==> src/rtl/rtc_irq_pkg.sv <==
package rtc_irq_pkg;
  localparam int MS_IRQ   = 0;
  localparam int MS_PFAIL = 1;
  localparam int MS_PER   = 2;
  localparam int MS_ALARM = 3;
  localparam int MS_BANK  = 6;

  localparam logic [4:0] A_MAIN  = 5'h00;
  localparam logic [4:0] A_OMODE = 5'h02;
  localparam logic [4:0] A_PER   = 5'h03;
  localparam logic [4:0] A_ICR1  = 5'h04;

  typedef enum logic [2:0] {
    RS_NONE, RS_MAIN, RS_PFLAG, RS_ICR0, RS_ICR1, RS_OMODE
  } rdSel_e;

  typedef struct packed {
    logic   perAccess;
    logic   mainWr;
    logic   icr0Wr;
    logic   icr1Wr;
    logic   omWr;
    rdSel_e rdSel;
  } strobes_t;
endpackage

==> src/rtl/rtc_irq_ctrl.sv <==
module rtc_irq_ctrl
  import rtc_irq_pkg::*;
#(
  parameter int ADDR_W = 5
) (
  input  logic              chipSel,
  input  logic              rdEn,
  input  logic              wrEn,
  input  logic [ADDR_W-1:0] addr,
  input  logic              bankSel,
  output strobes_t          stb
);
  logic rdOk, wrOk, isMain, isOm, isP3, isIcr1;

  always_comb begin
    rdOk   = chipSel & rdEn;
    wrOk   = chipSel & wrEn;
    isMain = (addr == ADDR_W'(A_MAIN));
    isOm   = (addr == ADDR_W'(A_OMODE)) & bankSel;
    isP3   = (addr == ADDR_W'(A_PER));
    isIcr1 = (addr == ADDR_W'(A_ICR1)) & bankSel;

    stb.perAccess = (rdOk | wrOk) & isP3 & ~bankSel;
    stb.mainWr    = wrOk & isMain;
    stb.icr0Wr    = wrOk & isP3 & bankSel;
    stb.icr1Wr    = wrOk & isIcr1;
    stb.omWr      = wrOk & isOm;

    stb.rdSel = RS_NONE;
    if (rdOk) begin
      if (isMain)              stb.rdSel = RS_MAIN;
      else if (isP3 & ~bankSel) stb.rdSel = RS_PFLAG;
      else if (isP3)           stb.rdSel = RS_ICR0;
      else if (isIcr1)         stb.rdSel = RS_ICR1;
      else if (isOm)           stb.rdSel = RS_OMODE;
    end
  end
endmodule

==> src/rtl/rtc_irq_dp.sv <==
module rtc_irq_dp
  import rtc_irq_pkg::*;
#(
  parameter int NUM_TICKS = 6,
  parameter int DATA_W    = 8
) (
  input  logic                 clk,
  input  logic                 rstN,
  input  logic [NUM_TICKS-1:0] tickIn,
  input  logic                 alarmEvt,
  input  logic                 pwrFail,
  input  logic                 chipSel,
  input  logic [DATA_W-1:0]    wrData,
  input  strobes_t             stb,
  output logic                 bankSel,
  output logic [DATA_W-1:0]    rdData,
  output logic                 irqN
);
  logic [NUM_TICKS-1:0] perFlags, perEn;
  logic perPend, alarmPend, alarmEn, pfBit, pfEn, irqActive;
  logic [DATA_W-1:0] outMode, mainVal;

  genvar gi;
  generate
    for (gi = 0; gi < NUM_TICKS; gi++) begin : g_flag
      always_ff @(posedge clk or negedge rstN) begin
        if (!rstN) perFlags[gi] <= 1'b0;
        else       perFlags[gi] <= tickIn[gi] | (perFlags[gi] & ~stb.perAccess);
      end
      // a tick always lands in its flag
      a_r2_tick_sets: assert property (@(posedge clk) disable iff (!rstN)
        tickIn[gi] |=> perFlags[gi]);
      // access without a coincident tick empties the flag
      a_r3_access_clears: assert property (@(posedge clk) disable iff (!rstN)
        (stb.perAccess && !tickIn[gi]) |=> !perFlags[gi]);
    end
  endgenerate

  always_ff @(posedge clk or negedge rstN) begin
    if (!rstN) begin
      perPend <= 1'b0; alarmPend <= 1'b0; pfBit <= 1'b0;
      perEn <= '0; alarmEn <= 1'b0; pfEn <= 1'b0;
      bankSel <= 1'b0; outMode <= '0;
    end else begin
      perPend   <= (perPend & ~(stb.mainWr & wrData[MS_PER])) | (|(tickIn & perEn));
      alarmPend <= (alarmPend & ~(stb.mainWr & wrData[MS_ALARM])) | alarmEvt;
      pfBit     <= pwrFail & (pfBit | (pfEn & ~chipSel));
      if (stb.mainWr) bankSel <= wrData[MS_BANK];
      if (stb.icr0Wr) perEn <= wrData[NUM_TICKS-1:0];
      if (stb.icr1Wr) begin
        alarmEn <= wrData[0];
        pfEn    <= wrData[1];
      end
      if (stb.omWr) outMode <= wrData;
    end
  end

  assign irqActive = pfBit | perPend | (alarmPend & alarmEn);
  assign irqN      = ~irqActive;

  always_comb begin
    mainVal           = '0;
    mainVal[MS_IRQ]   = irqActive;
    mainVal[MS_PFAIL] = pfBit;
    mainVal[MS_PER]   = perPend;
    mainVal[MS_ALARM] = alarmPend;
    mainVal[MS_BANK]  = bankSel;
    unique case (stb.rdSel)
      RS_MAIN:  rdData = mainVal;
      RS_PFLAG: rdData = DATA_W'(perFlags);
      RS_ICR0:  rdData = DATA_W'(perEn);
      RS_ICR1:  rdData = DATA_W'({pfEn, alarmEn});
      RS_OMODE: rdData = outMode;
      default:  rdData = '0;
    endcase
  end

  // pending periodic bit survives anything but a written one
  a_r5_pend_sticky: assert property (@(posedge clk) disable iff (!rstN)
    (perPend && !(stb.mainWr && wrData[MS_PER])) |=> perPend);
  // alarm event always records
  a_r6_alarm_sets: assert property (@(posedge clk) disable iff (!rstN)
    alarmEvt |=> alarmPend);
  // power-fail bit drops once the sense input is released
  a_r7_pf_release: assert property (@(posedge clk) disable iff (!rstN)
    !pwrFail |=> !pfBit);
  // power-fail bit only rises with the enable on and no access in progress
  a_r7_pf_gated: assert property (@(posedge clk) disable iff (!rstN)
    $rose(pfBit) |-> $past(pfEn && !chipSel));
endmodule

==> src/rtl/rtc_irq_status.sv <==
module rtc_irq_status
  import rtc_irq_pkg::*;
#(
  parameter int NUM_TICKS = 6,
  parameter int DATA_W    = 8,
  parameter int ADDR_W    = 5
) (
  input  logic                 clk,
  input  logic                 rstN,
  input  logic [NUM_TICKS-1:0] tickIn,
  input  logic                 alarmEvt,
  input  logic                 pwrFail,
  input  logic                 chipSel,
  input  logic                 rdEn,
  input  logic                 wrEn,
  input  logic [ADDR_W-1:0]    addr,
  input  logic [DATA_W-1:0]    wrData,
  output logic [DATA_W-1:0]    rdData,
  output logic                 irqN
);
  strobes_t stb;
  logic     bankSel;

  rtc_irq_ctrl #(.ADDR_W(ADDR_W)) u_ctrl (
    .chipSel(chipSel), .rdEn(rdEn), .wrEn(wrEn), .addr(addr),
    .bankSel(bankSel), .stb(stb)
  );

  rtc_irq_dp #(.NUM_TICKS(NUM_TICKS), .DATA_W(DATA_W)) u_dp (
    .clk(clk), .rstN(rstN), .tickIn(tickIn), .alarmEvt(alarmEvt),
    .pwrFail(pwrFail), .chipSel(chipSel), .wrData(wrData), .stb(stb),
    .bankSel(bankSel), .rdData(rdData), .irqN(irqN)
  );
endmodule

==> config.mk <==
export PLATFORM = sky130hd
export DESIGN_NAME = rtc_irq_status
export DESIGN_NICKNAME = d
export VERILOG_FILES = /design/src/rtl/rtc_irq_pkg.sv /design/src/rtl/rtc_irq_ctrl.sv /design/src/rtl/rtc_irq_dp.sv /design/src/rtl/rtc_irq_status.sv
export SDC_FILE = /design/constraint.sdc
export NUM_CORES = 1
export LEC_CHECK = 0
export BUFFER_PORTS_ARGS = -buffer_cell sky130_fd_sc_hd__buf_2
export CORE_UTILIZATION = 55
export CTS_BUF_LIST = sky130_fd_sc_hd__clkbuf_4
export CTS_CLUSTER_SIZE = 25
export DETAILED_ROUTE_END_ITERATION = 10
export PLACE_DENSITY = 0.93
export RECOVER_POWER = 25
export SYNTH_ARGS = -nofsm -noshare
export SYNTH_HDL_FRONTEND = slang
export SYNTH_SLANG_ARGS = --single-unit
==> constraint.sdc <==
create_clock -name clk -period 1.9 [get_ports clk]
set_input_delay 0.285 -clock clk [delete_from_list [all_inputs] [get_ports clk]]
set_output_delay 0.285 -clock clk [all_outputs]
set_load 0.01 [all_outputs]
# Yosys cells after proc, flatten, opt, wreduce, memory -nomap -nowiden
# Index checks and enable logic that the tools add are counted.
# totals
ff_bits,26
in_bits,26
output_inout_bits,9
word_cells,75
# op_classes
eq_ne,8
muxes,7
bitwise,44
n_reduce_logical,2
# ops
op,count
8-bit case mux with 5 select lines,1
1-bit AND,25
3-bit 2-to-1 mux,6
1-bit bitwise OR,12
"5-bit by 2-bit equality test with 1-bit output, second input constant",2
6-bit AND,1
"3-bit by 2-bit equality test with 1-bit output, second input constant",2
"3-bit equality test, second input constant",2
1-bit NOT,6
6-bit OR reduction,1
"5-bit by 3-bit equality test with 1-bit output, second input constant",1
5-bit zero test,1
"3-bit by 1-bit equality test with 1-bit output, second input constant",1

# Longest topological paths before layout
# Gate-level depths: netlist of run 1.
# logic_depth
ltp_word,10
mapped_depth,5
mapped_depth_nobuf,4

# Hierarchy
# Synthesis of run 1 repeated with hierarchy kept, for this count alone.
# hier_totals
cells_unflattened,121
area_unflattened_um2,1387.6
# modules_own_cells
mod,instances,cells_each,area_per_inst_um2,seq_area_each_um2
rtc_irq_dp,1,100,1226.2,650.6
rtc_irq_ctrl,1,21,161.4,0.0

# Worst setup path before layout of run 1
# Ideal clock, no wire load.
# synth_timing
path_type,input to output
startpoint,input addr[4]
endpoint,output rdData[0]
arrival_time_ns,1.353
t_required_ns,1.615
setup_slack_ns,0.262
stages,4
path_buffers,0
path_cell_list,or2_1 -> nor4_4 -> a221oi_1 -> o22ai_1
# synth_between
elab_chain_cells,10
elab_cells_between_ends,19
classes_between,8 x eq/ne; 7 x mux; 3 x bitwise; 1 x reduce/logical
# synth_rtl
element,line_no,rtl
"start, declared",rtc_irq_status.sv:16,"input logic [ADDR_W-1:0] addr,"
5-bit by 2-bit equality test with 1-bit output,rtc_irq_ctrl.sv:19,isOm = (addr == ADDR_W'(A_OMODE)) & bankSel;
1-bit AND,rtc_irq_ctrl.sv:19,
3-bit 2-to-1 mux,rtc_irq_ctrl.sv:35,else if (isOm) stb.rdSel = RS_OMODE;
3-bit 2-to-1 mux,rtc_irq_ctrl.sv:34,else if (isIcr1) stb.rdSel = RS_ICR1;
3-bit 2-to-1 mux,rtc_irq_ctrl.sv:33,else if (isP3) stb.rdSel = RS_ICR0;
3-bit 2-to-1 mux,rtc_irq_ctrl.sv:32,else if (isP3 & ~bankSel) stb.rdSel = RS_PFLAG;
3-bit 2-to-1 mux *,rtc_irq_ctrl.sv:31,if (isMain) stb.rdSel = RS_MAIN;
3-bit 2-to-1 mux *,rtc_irq_ctrl.sv:30,if (rdOk) begin
3-bit equality test (tied with other cells),rtc_irq_dp.sv:68,unique case (stb.rdSel)
8-bit case mux with 5 select lines *,rtc_irq_dp.sv:68,
"end, declared",rtc_irq_status.sv:18,"output logic [DATA_W-1:0] rdData,"
# Mark *: on every way between the ends. The rest lies on a longest branch, timed or not.

# Worst setup path after layout of run 1
# layout_timing
startpoint,register u_dp.bankSel
endpoint,output rdData[2]
# layout_between
elab_chain_cells,9
elab_cells_between_ends,16
classes_between,5 x eq/ne; 7 x mux; 4 x bitwise
# layout_rtl
element,line_no,rtl
"start, declared",rtc_irq_dp.sv:15,"output logic bankSel,"
"start signal, assigned",rtc_irq_dp.sv:48,if (stb.mainWr) bankSel <= wrData[MS_BANK];
1-bit AND,rtc_irq_ctrl.sv:19,
3-bit 2-to-1 mux,rtc_irq_ctrl.sv:35,
3-bit 2-to-1 mux,rtc_irq_ctrl.sv:34,
3-bit 2-to-1 mux,rtc_irq_ctrl.sv:33,
3-bit 2-to-1 mux *,rtc_irq_ctrl.sv:32,
3-bit 2-to-1 mux *,rtc_irq_ctrl.sv:31,
3-bit 2-to-1 mux *,rtc_irq_ctrl.sv:30,
3-bit equality test (tied with other cells),rtc_irq_dp.sv:68,
8-bit case mux with 5 select lines *,rtc_irq_dp.sv:68,
# Marked as above.

==> results.sh, run 1 <==
export IMPL_hold_class="input port to flip-flop"
export IMPL_synth_compound_area_frac=0.170
export IMPL_rsz0062_at_grt="true"
export IMPL_grt_max_degree=27
export IMPL_cp_start_kind="flip-flop"
export IMPL_routed_wl_um=4160
export IMPL_die_w_um=53.0
export IMPL_synth_edf_count=0
export IMPL_utilization=0.722
export IMPL_synth_yosys_seq_area_share=0.455
export IMPL_dr_pass1_iters=4
export IMPL_grt_pass1_vias=1300
export IMPL_r2r_end="u_dp.outMode[2]"
export IMPL_core_area_mm2=0.00248
export IMPL_ys_ff_latch=26
export IMPL_drtIter0Drc=75
export IMPL_cpPeakStageDelay_ps=430
export IMPL_synth_flop_cell="dfrtp_1"
export IMPL_muxShareOfSynthArea=0.142
export IMPL_synth_adder_area_share=0
export IMPL_crit_required_ps=1620
export IMPL_cts_buffers=3
export IMPL_setup_ws_ps=-119
export IMPL_setup_viol=7
export IMPL_fmax_mhz=495
export IMPL_dp_hpwl_um=3000
export IMPL_h_tree_depth=1
export IMPL_r2r_slack_ps=430
export IMPL_critPathSlowestCell="dfrtp_2"
export IMPL_synth_simple_area_share=0.202
export IMPL_antenna_found_initial=0
export IMPL_placed_cell_area_mm2=0.00170
export IMPL_vias=1373
export IMPL_worstSetupEndpointType="primary output"
export IMPL_antenna_cells=0
export IMPL_slew_violations=0
export IMPL_worst_path_buf_inv=3
export IMPL_dpl_worst_slack_ps=-18.1
export IMPL_path_class="flip-flop to primary output"
export IMPL_path_clk_slew_ps=130
export IMPL_root_buffer="clkbuf_4"
export IMPL_dieArea_mm2=0.00281
export IMPL_finalSetupTns_ps=-607
export IMPL_stdcell_count=209
export IMPL_place_inst=203
export IMPL_clock_latency_ps=320
export IMPL_drc=0
export IMPL_cp_arrival_ps=1730
export IMPL_viasPerCell=6.57
export IMPL_status="finished with violations"
export IMPL_gp_congestion=0.893
export IMPL_synthToLayoutAreaGrowth_pct=25.0
export IMPL_worst_pin_slew_ps=621
export IMPL_setup_worst_path_start="u_dp.bankSel"
export IMPL_io_buffers=34
export IMPL_synth_area_per_cell_um2=10.9
export IMPL_final_common_cell="buf_2"
export IMPL_final_area_mm2=0.00179
export IMPL_start_util=0.577
export IMPL_synth_cell_types=38
export IMPL_synthArstFlopShare=1.00
export IMPL_final_cell_mix="buf_2 (33), dfrtp_1 (25), nand2_1 (15)"
export IMPL_power_density_mw_per_mm2=622
export IMPL_grt_usage=0.317
export IMPL_cts_path_max_buffers=2
export IMPL_rows=18
export IMPL_rr_startpoint="u_dp.bankSel"
export IMPL_antenna_left=0
export IMPL_hold_violations=0
export IMPL_cp_depth=6
export IMPL_worstPathMaxFanout=5
export IMPL_drive_gt1_frac=0.430
export IMPL_synthXorXnorAreaFrac=0.00612
export IMPL_ios=35
export IMPL_violations="setup timing"
export IMPL_synth_top_family_by_area="simple AND/OR/NAND/NOR gates"
export IMPL_vdd_drop_max_mv=0.465
export IMPL_r2r_worst_path_cells=5
export IMPL_syn_area_mm2=0.00143
export IMPL_final_nets=207
export IMPL_routedWlPerCell_um=19.9
export IMPL_crit_chain="inv_4 -> nor4_4 -> buf_4 -> nand2_1 -> o221ai_1 -> buf_2"
export IMPL_netlist_instances=131
export IMPL_worstSetupEndpoint="rdData[2]"
export IMPL_maxCapViolations=0
export IMPL_maxSlewHeadroom=0.586
export IMPL_skew_ps=3.33
export IMPL_critPathTopFamily="buffers and inverters"
export IMPL_grt_pass1_wl_um=6240
export IMPL_layout_min_cycle_time_ps=2020
export IMPL_grt_ovfl_total=0
export IMPL_die_height_um=53.0
export IMPL_yosysWarnings=0
export IMPL_clock_sinks=26
export IMPL_period_share=1.06
export IMPL_cts_tree="done"
export IMPL_syn_num_nets=157
export IMPL_leakagePower_nw=0.846
==> worst reg2reg max path: cells and delay by family (launching register included) <==
kind	cells	cell delay, ps
flops	1	430
simple gates	2	370
buf+inv	2	220
mux	1	340
==> synthesized netlist by cell type (3+ instances only) <==
library cell   n  area (µm²)
mux2_4         6        90.1
a21oi_1        3        15.0
a31oi_1        4        25.0
nor2_1         4        15.0
dfrtp_1       26         651
nor4_1         3        18.8
nand3_1        7        35.0
buf_4          3        22.5
o21ai_0        5        25.0
mux2_1         8        90.1
a22oi_1        5        37.5
nand2_1       17        63.8
a21o_1         9        67.6
==> metal layers <==
layer,track usage,share of wire
met5,0,0
met3,0.0431,0.075
met1,0.389,0.38
met4,0.167,0.052
met2,0.534,0.49
==> worst min-delay path by stage <==
| stage | depth (start not counted) | slack, ps | start | to |
|---|---|---|---|---|
| floorplan | 0 | -10 | rstN | u_dp.alarmEn |
| detailed placement | 1 | 310 | rstN | u_dp.perFlags[4] |
| global route | 2 | 120 | alarmEvt | u_dp.alarmPend |
| finish | 2 | 140 | alarmEvt | u_dp.alarmPend |
| CTS | 2 | 140 | alarmEvt | u_dp.alarmPend |
| global placement | 1 | 290 | rstN | u_dp.perFlags[4] |
==> logic make-up after synthesis <==
group	Yosys count
mux	16
xor+xnor	1
compound gates	35
simple gates	47
buf+inv	6
flops	26
==> flip-flops by register name, indices dropped and copies added, names as in the netlist <==
| register | cells |
|---|---|
| u_dp.alarmEn | 1 |
| u_dp.alarmPend | 1 |
| u_dp.bankSel | 1 |
| u_dp.outMode | 8 |
| u_dp.perEn | 6 |
| u_dp.perFlags | 6 |
| u_dp.perPend | 1 |
| u_dp.pfBit | 1 |
| u_dp.pfEn | 1 |
==> per-stage QoR <==
step                      power, mW  hold WS (ps)
final                          1.11           139
after global routing           1.15           125
after CTS                      1.10           138
after detailed placement      0.862           313
after global placement        0.849           294
after floorplan               0.760         -10.6
==> power by group <==
group	total [mW]	leakage [nW]	switching (mW)	internal, mW
Clock	0.235	0.0138	0.161	0.0744
Combinational	0.222	0.526	0.115	0.106
Sequential	0.656	0.306	0.0504	0.606
==> cell type report <==
cell class | instances | area (µm²)
Timing Repair Buffer | 48 | 282
Tap cell | 30 | 37.5
Sequential cell | 26 | 652
Clock buffer | 3 | 22.5
Fill cell | 180 | 689
Multi-Input combinational cell | 99 | 781
Inverter | 3 | 13.8
==> repair_timing <==
action,in CTS,in global routing
resized for setup,4,8
hold buffers,1,0
gates cloned,0,1
endpoints found under the setup margin,8,8
buffers inserted,1,0
pin swaps,0,11
endpoints found under the hold margin,26,0
No activity file was read; power rests on OpenSTA's default activity.
==> inputs of run 2 (changes only) <==
Settings changed: CORE_UTILIZATION 55 to 54, PLACE_DENSITY 0.93 to 0.92, SYNTH_HIERARCHICAL from default to 1.
==> results.sh, run 2 <==
export IMPL_leakagePower_nw=0.926
export IMPL_setup_ws_ps=-479
export IMPL_viasPerCell=5.73
export IMPL_dp_hpwl_um=2650
export IMPL_skew_ps=5.77
export IMPL_final_cell_mix="buf_2 (31), buf_4 (29), dfrtp_1 (26)"
export IMPL_synth_flop_cell="dfrtp_1"
export IMPL_largest_reg_flops=8
export IMPL_root_buffer="clkbuf_4"
export IMPL_cts_buffers=3
export IMPL_grt_pass1_vias=1203
export IMPL_status="finished with violations"
export IMPL_regMostFlops="u_dp/outMode"
export IMPL_routedWlPerCell_um=16.3
export IMPL_fmax_mhz=420
export IMPL_hold_class="input port to flip-flop"
export IMPL_power_frac_comb=0.180
export IMPL_synthArstFlopShare=1.00
export IMPL_antenna_found_initial=0
export IMPL_synth_top_area_frac=0.469
export IMPL_final_nets=213
export IMPL_io_buffers=34
export IMPL_dpl_worst_slack_ps=-414
export IMPL_slew_violations=0
export IMPL_setup_viol=8
export IMPL_crit_required_ps=1620
export IMPL_synthTopCellsByArea="dfrtp_1 (47%), mux2_2 (15%), mux2i_1 (4.3%)"
export IMPL_clock_sinks=26
export IMPL_synth_area_per_cell_um2=11.5
export IMPL_hold_end="u_dp/alarmPend"
export IMPL_power_density_mw_per_mm2=533
export IMPL_gp_congestion=0.943
export IMPL_drtIter0Drc=15
export IMPL_rsz0062_at_grt="true"
export IMPL_die_w_um=52.7
export IMPL_r2r_slack_ps=100
export IMPL_utilization=0.779
export IMPL_internal_power_mw=0.749
export IMPL_yosys_cell_count_top_type="dfrtp_1"
export IMPL_start_util=0.565
export IMPL_worstSetupEndpointType="primary output"
export IMPL_violations="setup timing"
export IMPL_fillerInstances=163
export IMPL_synth_yosys_seq_area_share=0.469
export IMPL_syn_num_nets=147
export IMPL_min_from="alarmEvt"
export IMPL_largest_registers="u_dp/outMode (8), u_dp/perEn (6), u_dp/perFlags (6)"
export IMPL_vdd_drop_max_mv=0.574
export IMPL_power_switching_mw=0.271
export IMPL_routed_wl_um=3520
export IMPL_seqPwrFrac=0.589
export IMPL_r2r_worst_path_cells=4
export IMPL_drive_gt1_frac=0.538
export IMPL_synth_top_area_cell="dfrtp_1"
export IMPL_cp_start_kind="flip-flop"
export IMPL_synth_edf_count=0
export IMPL_h_tree_depth=1
export IMPL_antenna_left=0
export IMPL_worstPathMaxFanout=7
export IMPL_antenna_cells=0
export IMPL_grt_pass1_wl_um=5490
export IMPL_syn_area_mm2=0.00139
export IMPL_cts_tree="done"
export IMPL_cts_path_max_buffers=2
export IMPL_worst_pin_slew_ps=624
export IMPL_path_class="flip-flop to primary output"
export IMPL_cp_arrival_ps=2090
export IMPL_rows=18
export IMPL_grt_usage=0.284
export IMPL_dr_pass1_iters=4
export IMPL_yosysWarnings=6
export IMPL_clock_latency_ps=320
export IMPL_r2r_end="u_dp/pfEn"
export IMPL_rr_startpoint="u_dp/bankSel"
export IMPL_drc=0
export IMPL_maxCapViolations=0
export IMPL_layout_min_cycle_time_ps=2380
export IMPL_ios=35
export IMPL_swShare=0.266
export IMPL_final_common_cell="buf_2"
export IMPL_core_area_mm2=0.00245
export IMPL_die_height_um=52.7
export IMPL_path_clk_slew_ps=130
export IMPL_ys_top_cells_by_count="dfrtp_1 (26), mux2_2 (18), a21o_1 (7), nand2_1 (7)"
export IMPL_synthToLayoutAreaGrowth_pct=37.8
export IMPL_grt_max_degree=27
export IMPL_dieArea_mm2=0.00278
export IMPL_vias=1238
export IMPL_maxSlewHeadroom=0.584
export IMPL_netlist_instances=121
export IMPL_period_share=1.25
export IMPL_holdPathStages=2
export IMPL_grt_ovfl_total=0
export IMPL_pwr_share_clk=0.231
export IMPL_ys_ff_latch=26
export IMPL_hold_violations=0
export IMPL_synth_cell_types=34
[run 2: what timing repair did]
| item | in CTS | in global routing |
|---|---|---|
| pin swaps | 4 | 1 |
| buffers inserted | 1 | 2 |
| cloned | 0 | 0 |
| hold buffers | 1 | 0 |
| resized for setup | 9 | 6 |
| hold endpoints to repair | 26 | 0 |
| setup endpoints to repair | 8 | 10 |
[run 2: through the flow]
stage                     TNS, ps  area (µm²)  std cells  hold WS [ps]  total power, mW
after detailed placement    -2950        1790        208           308            0.777
final                       -3500        1910        216           140             1.02
after global routing        -4320        1910        216           124             1.06
after global placement      -2410        1790        208           293            0.765
after CTS                   -3300        1870        214           136             1.02
after floorplan              -501        1410        121         -10.6            0.675
[run 2: how the worst max path moves through the flow]
stage          depth (start not counted)         to  slack, ps          from
2_1_floorplan                          7  rdData[2]       -150       addr[4]
3_3_place_gp                           8  rdData[2]       -360       addr[4]
3_5_place_dp                           7  rdData[1]       -410       addr[4]
4_1_cts                                6  rdData[6]       -470  u_dp/bankSel
5_1_grt                                6  rdData[2]       -580  u_dp/bankSel
6_report                               6  rdData[6]       -480  u_dp/bankSel
[run 2: layout make-up]
cell class                 count  area [µm²]  area share
tap                           30        37.5      0.0196
inverter                       4        15.0     0.00785
sequential                    26         651       0.340
timing repair buffer          67         444       0.232
multi-input combinational     85         738       0.386
clock buffer                   3        22.5      0.0118
clock inverter                 1        3.75     0.00196
[run 2: kinds of logic (layout without fill, tap and decap cells)]
family	Yosys count	in the layout	share of synthesized area
and+or+nand+nor	36	36	0.152
DFF	26	26	0.469
AOI/OAI and AO/OA	24	24	0.142
muxes	24	24	0.189
buffers and inverters	10	75	0.0406
xor gates and xnor gates	1	1	0.00631
[run 2: power groups by stage]
stage               Sequential, mW  Clock, mW  Combinational, mW
floorplan                    0.603          0             0.0717
global placement             0.609          0              0.156
detailed placement           0.611          0              0.166
CTS                          0.600      0.244              0.175
global route                 0.603      0.262              0.198
finish                       0.601      0.235              0.183
[run 2: per-layer routing]
| metal | global-route usage | wire (µm) | vias up |
|---|---|---|---|
| li1 | - | - | 580 |
| met1 | 0.346 | 1470 | 610 |
| met2 | 0.479 | 1790 | 38 |
| met3 | 0.0464 | 150 | 10 |
| met4 | 0.145 | 114 | 0 |
| met5 | 0 | 0 | - |
[run 2: worst max-delay path: stages (launching register included)]
cell and delay (ps):
dfrtp_1 410, or4b_4 490, nor3_4 240, buf_4 230, mux2i_1 210, nor2b_1 60, buf_2 130
